--- config.mk ---
export PLATFORM = sky130hd
export DESIGN_NAME = bank_mapper_regs
export DESIGN_NICKNAME = d
export VERILOG_FILES = /design/src/rtl/mapper_pkg.sv /design/src/rtl/mapper_wr_decode.sv /design/src/rtl/mapper_reg_store.sv /design/src/rtl/mapper_prg_layout.sv /design/src/rtl/mapper_chr_layout.sv /design/src/rtl/bank_mapper_regs.sv
export SDC_FILE = /design/constraint.sdc
export NUM_CORES = 1
export LEC_CHECK = 0
export CAP_MARGIN = 15
export CELL_PAD_IN_SITES_DETAIL_PLACEMENT = 0
export CELL_PAD_IN_SITES_GLOBAL_PLACEMENT = 2
export CORE_ASPECT_RATIO = 0.5
export CORE_MARGIN = 1.5
export CORE_UTILIZATION = 32
export DETAILED_ROUTE_END_ITERATION = 6
export HOLD_SLACK_MARGIN = 0.02
export PLACE_DENSITY = 0.95
export SLEW_MARGIN = 5
export SYNTH_ARGS = -nofsm -noshare
export SYNTH_HDL_FRONTEND = slang
export SYNTH_HIERARCHICAL = 1
export SYNTH_SLANG_ARGS = --single-unit
--- constraint.sdc ---
create_clock -name clk -period 4.28 [get_ports clk]
set_input_delay 0.856 -clock clk [delete_from_list [all_inputs] [get_ports clk]]
set_output_delay 0.856 -clock clk [all_outputs]
set_load 0.005 [all_outputs]
--- src/rtl/mapper_pkg.sv ---
package mapper_pkg;
    localparam int BANK_W      = 8;
    localparam int NUM_REGS    = 8;
    localparam int PRG_WINDOWS = 4;
    localparam int CHR_WINDOWS = 8;
    localparam int TGT_W       = $clog2(NUM_REGS);

    typedef enum logic [2:0] {
        SLOT_NONE,
        SLOT_SELECT,
        SLOT_DATA,
        SLOT_MIRROR,
        SLOT_OTHER
    } slot_e;

    typedef struct packed {
        logic             chr_swap;
        logic             prg_swap;
        logic [TGT_W-1:0] target;
    } select_t;
endpackage

--- src/rtl/mapper_wr_decode.sv ---
module mapper_wr_decode
    import mapper_pkg::*;
(
    input  logic        wr_stb,
    input  logic [15:0] wr_addr,
    output slot_e       slot
);
    logic [3:0] key;
    assign key = {wr_addr[15:13], wr_addr[0]};

    always_comb begin
        slot = SLOT_NONE;
        if (wr_stb) begin
            unique case (key)
                4'b100_0: slot = SLOT_SELECT;
                4'b100_1: slot = SLOT_DATA;
                4'b101_0: slot = SLOT_MIRROR;
                default:  slot = wr_addr[15] ? SLOT_OTHER : SLOT_NONE;
            endcase
        end
    end
endmodule

--- src/rtl/mapper_reg_store.sv ---
module mapper_reg_store
    import mapper_pkg::*;
(
    input  logic                         clk,
    input  logic                         rst,
    input  slot_e                        slot,
    input  logic [BANK_W-1:0]            wr_data,
    output select_t                      sel_q,
    output logic [NUM_REGS*BANK_W-1:0]   regs_flat,
    output logic                         mirror_q
);
    always_ff @(posedge clk) begin
        if (rst) begin
            sel_q    <= '0;
            mirror_q <= 1'b0;
        end else begin
            if (slot == SLOT_SELECT) begin
                sel_q.chr_swap <= wr_data[7];
                sel_q.prg_swap <= wr_data[6];
                sel_q.target   <= wr_data[TGT_W-1:0];
            end
            if (slot == SLOT_MIRROR)
                mirror_q <= wr_data[0];
        end
    end

    for (genvar i = 0; i < NUM_REGS; i++) begin : g_bank
        localparam logic [BANK_W-1:0] KEEP = (i < 2) ? {{(BANK_W-1){1'b1}}, 1'b0} : '1;
        logic [BANK_W-1:0] r_q;
        always_ff @(posedge clk) begin
            if (rst)
                r_q <= '0;
            else if (slot == SLOT_DATA && sel_q.target == TGT_W'(i))
                r_q <= wr_data & KEEP;
        end
        assign regs_flat[i*BANK_W +: BANK_W] = r_q;
    end
endmodule

--- src/rtl/mapper_prg_layout.sv ---
module mapper_prg_layout
    import mapper_pkg::*;
#(
    parameter int PRG_BANKS = 32
) (
    input  logic                            prg_swap,
    input  logic [BANK_W-1:0]               reg6,
    input  logic [BANK_W-1:0]               reg7,
    output logic [PRG_WINDOWS*BANK_W-1:0]   prg_flat
);
    localparam logic [BANK_W-1:0] LAST_BANK   = BANK_W'(PRG_BANKS - 1);
    localparam logic [BANK_W-1:0] PENULT_BANK = BANK_W'(PRG_BANKS - 2);

    always_comb begin
        if (prg_swap)
            prg_flat = {LAST_BANK, reg6, reg7, PENULT_BANK};
        else
            prg_flat = {LAST_BANK, PENULT_BANK, reg7, reg6};
    end
endmodule

--- src/rtl/mapper_chr_layout.sv ---
module mapper_chr_layout
    import mapper_pkg::*;
(
    input  logic                            chr_swap,
    input  logic [NUM_REGS*BANK_W-1:0]      regs_flat,
    output logic [CHR_WINDOWS*BANK_W-1:0]   chr_flat
);
    localparam int HALF = CHR_WINDOWS / 2;

    logic [BANK_W-1:0] pair_half [HALF];
    logic [BANK_W-1:0] single_half [HALF];

    for (genvar k = 0; k < HALF; k++) begin : g_win
        localparam int PAIR_REG = k / 2;
        logic [BANK_W-1:0] base;
        assign base           = regs_flat[PAIR_REG*BANK_W +: BANK_W];
        assign pair_half[k]   = (k % 2 == 0) ? {base[BANK_W-1:1], 1'b0} : {base[BANK_W-1:1], 1'b1};
        assign single_half[k] = regs_flat[(k+2)*BANK_W +: BANK_W];
        assign chr_flat[k*BANK_W +: BANK_W]        = chr_swap ? single_half[k] : pair_half[k];
        assign chr_flat[(k+HALF)*BANK_W +: BANK_W] = chr_swap ? pair_half[k] : single_half[k];
    end
endmodule

--- src/rtl/bank_mapper_regs.sv ---
module bank_mapper_regs
    import mapper_pkg::*;
#(
    parameter int PRG_BANKS = 32
) (
    input  logic        clk,
    input  logic        rst,
    input  logic        wr_stb,
    input  logic [15:0] wr_addr,
    input  logic [7:0]  wr_data,
    input  logic        four_screen_strap,
    output logic [31:0] prg_bank_flat,
    output logic [63:0] chr_bank_flat,
    output logic [1:0]  mirror_sel
);
    slot_e                      slot;
    select_t                    sel_q;
    logic [NUM_REGS*BANK_W-1:0] regs_flat;
    logic                       mirror_q;

    mapper_wr_decode u_decode (
        .wr_stb  (wr_stb),
        .wr_addr (wr_addr),
        .slot    (slot)
    );

    mapper_reg_store u_store (
        .clk       (clk),
        .rst       (rst),
        .slot      (slot),
        .wr_data   (wr_data),
        .sel_q     (sel_q),
        .regs_flat (regs_flat),
        .mirror_q  (mirror_q)
    );

    mapper_prg_layout #(.PRG_BANKS(PRG_BANKS)) u_prg (
        .prg_swap (sel_q.prg_swap),
        .reg6     (regs_flat[6*BANK_W +: BANK_W]),
        .reg7     (regs_flat[7*BANK_W +: BANK_W]),
        .prg_flat (prg_bank_flat)
    );

    mapper_chr_layout u_chr (
        .chr_swap  (sel_q.chr_swap),
        .regs_flat (regs_flat),
        .chr_flat  (chr_bank_flat)
    );

    always_comb begin
        if (four_screen_strap)
            mirror_sel = 2'b10;
        else
            mirror_sel = {1'b0, mirror_q};
    end
endmodule

==> out/qor.yml <==
hold_viol: 0
grt.total_usage: 0.137
dr.first_iter.drc_count: 124
row_count: 28
fin_crit_sh: 0.737
n_fill_cell: 1164
grt-ovfl-total: 0
firstDrtPassIters: 4
min_period_ns: 3.16
dpl_cell_area_sq_um: 4980
drc: 0
status: "complete, no violations"
synthesis.instances: 363
multiInputGateArea_sq_um: 2350
worst_hold_path_type: "register to register"
skew_ns: 0.00268
worstHoldStart: "u_store/g_bank[7].r_q[0]"
ff2ff_setup_slack_ns: 2.82
wl_mm: 8.83
dr.max_layer_used: "met4"
slew_violations: 0
syn_area_sq_um: 4040
clock_sinks: 68
cts_root_buffer: "clkbuf_16"
rsz0062_at_grt: "no"
dp_hpwl_mm: 6.25
required_ns: 3.42
drive_gt1_frac: 0.201
route.met2.wl_mm: 4.15
fin_cells: 612
relSlewSlack: 0.293
dpl.cell_count: 596
clk_path_buf_depth: 2
cap_violations: 0
seqCellArea_sq_um: 1370
cts_setup_buffers: 0
fin_area_sq_um: 5250
cts_resized: 0
final_util: 0.436
cp.arrival_ns: 2.30
cts.clk_slew.worst_paths_ns: 0.05
wl_met1_mm: 4.26
grt_pass1_wl_mm: 13.7
timing.rr.end: "u_store/g_bank[4].r_q[5]"
holdBufCountCts: 0
die_w_microns: 162
initial_utilization: 0.335
diodes: 0
grt_max_degree: 66
wl_per_cell_microns: 14.4
path_class: "register to primary output"
ys_warn_count: 6
hold_ws_ns: 0.478
min_path_cells: 2
critPathMaxFanout: 65
leakagePower_uw: 0.00226
vdd_drop_max_mv: 0.145
num_vias: 2710
clk_latency_ns: 0.33
crit-reg2reg-launch: "u_store/sel_q[1]"
tns_ns: 0
design.core.area_sq_um: 12100
max_freq_mhz: 317
portBuffers: 105
grt_pass1_vias: 2668
cts_inserted_buffers: 9
syn_avg_cell_area_sq_um: 11.1
worst_slew_pin_slew_ns: 1.06
finalNetCount: 470
htree_levels: 3
setup_viol: 0
via_per_inst: 4.43
area_growth_pct: 30.2
pwr_density_cell_nw_per_um2: 267
postRouteAntennaNets: 0
dr_wl_met3_microns: 322
gp_congestion: 0.692
antenna_found_initial: 0
chipHeight_microns: 82.4
cts_tree: "done"
rr_worst_depth: 3
start_kind: "register"
pin_count: 126
min_to: "u_store/g_bank[7].r_q[0]"
end_kind: "primary output"
die_area_sq_um: 13300
state kept, by name, summed over array words and instances, names as in the netlist:
name / cells
u_store/mirror_q: 1
u_store/g_bank.r_q: 62
u_store/sel_q: 5
per-stage QoR:
| stage | setup WS [ns] | total power (uW) |
|---|---|---|
| global route | 1.04 | 1450 |
| detailed placement | 1.45 | 743 |
| global placement | 1.47 | 743 |
| floorplan | 2.11 | 716 |
| CTS | 1.09 | 1420 |
| finish | 1.12 | 1400 |
area by class of cell:
class | instances | area share
clock inverter | 5 | 0.00500
sequential | 68 | 0.260
clock buffer | 11 | 0.0462
multi-input combinational | 256 | 0.448
timing repair buffer | 107 | 0.202
tap | 165 | 0.0393
report_power, final:
part	leakage, uW	internal (uW)	total, uW	switching [uW]
clock	0.000139	404	671	268
sequential	0.000549	635	644	9.07
combinational	0.00157	47.4	84.4	37.0
routing by layer:
layer | GRT usage | vias to the layer above
li1 | - | 1343
met1 | 0.168 | 1306
met2 | 0.234 | 53
met3 | 0.0405 | 8
met4 | 0.0440 | 0
met5 | 0 | -
cell usage in the layout (no fill, tap or decap):
| cell type | n |
|---|---|
| nand2_1 | 2 |
| nand3b_1 | 1 |
| nor3_1 | 1 |
| or2b_1 | 4 |
| nor3_2 | 1 |
| nor3b_2 | 1 |
| conb_1 | 8 |
| clkdlybuf4s50_1 | 104 |
| or2_1 | 4 |
| inv_4 | 1 |
| and3_2 | 1 |
| and2_1 | 6 |
| nor2b_1 | 6 |
| xnor2_1 | 1 |
| and2_2 | 1 |
| mux2_2 | 4 |
| and2b_1 | 2 |
| buf_2 | 1 |
| nor4b_4 | 1 |
| nand3_2 | 1 |
| clkbuf_1 | 1 |
| dfxtp_4 | 1 |
| or2_2 | 2 |
| nand3_4 | 1 |
| clkinv_2 | 4 |
| mux2_4 | 52 |
| nor2b_4 | 1 |
| nor4bb_1 | 1 |
| buf_4 | 2 |
| a21oi_1 | 1 |
| mux2i_1 | 68 |
| dfxtp_1 | 67 |
| clkbuf_16 | 9 |
| nor2_1 | 8 |
| nand2b_1 | 72 |
| nand2_2 | 5 |
| clkbuf_8 | 1 |
critical path: stages (launching register included):
cell             delay [ns]
dfxtp_4                1.02
mux2_2                 0.44
clkdlybuf4s50_1        0.46
worst max path at each step:
stage | endpoint | slack (ns) | cells after the start | from
2_1_floorplan | u_store/sel_q[0] | 2.11 | 5 | wr_addr[15]
3_3_place_gp | u_store/sel_q[4] | 1.47 | 6 | wr_addr[15]
3_5_place_dp | u_store/sel_q[4] | 1.45 | 6 | wr_addr[15]
4_1_cts | chr_bank_flat[61] | 1.09 | 2 | u_store/sel_q[4]
5_1_grt | chr_bank_flat[61] | 1.04 | 2 | u_store/sel_q[4]
6_report | chr_bank_flat[61] | 1.12 | 2 | u_store/sel_q[4]
Note: power is estimated with default switching activity, not from simulation.
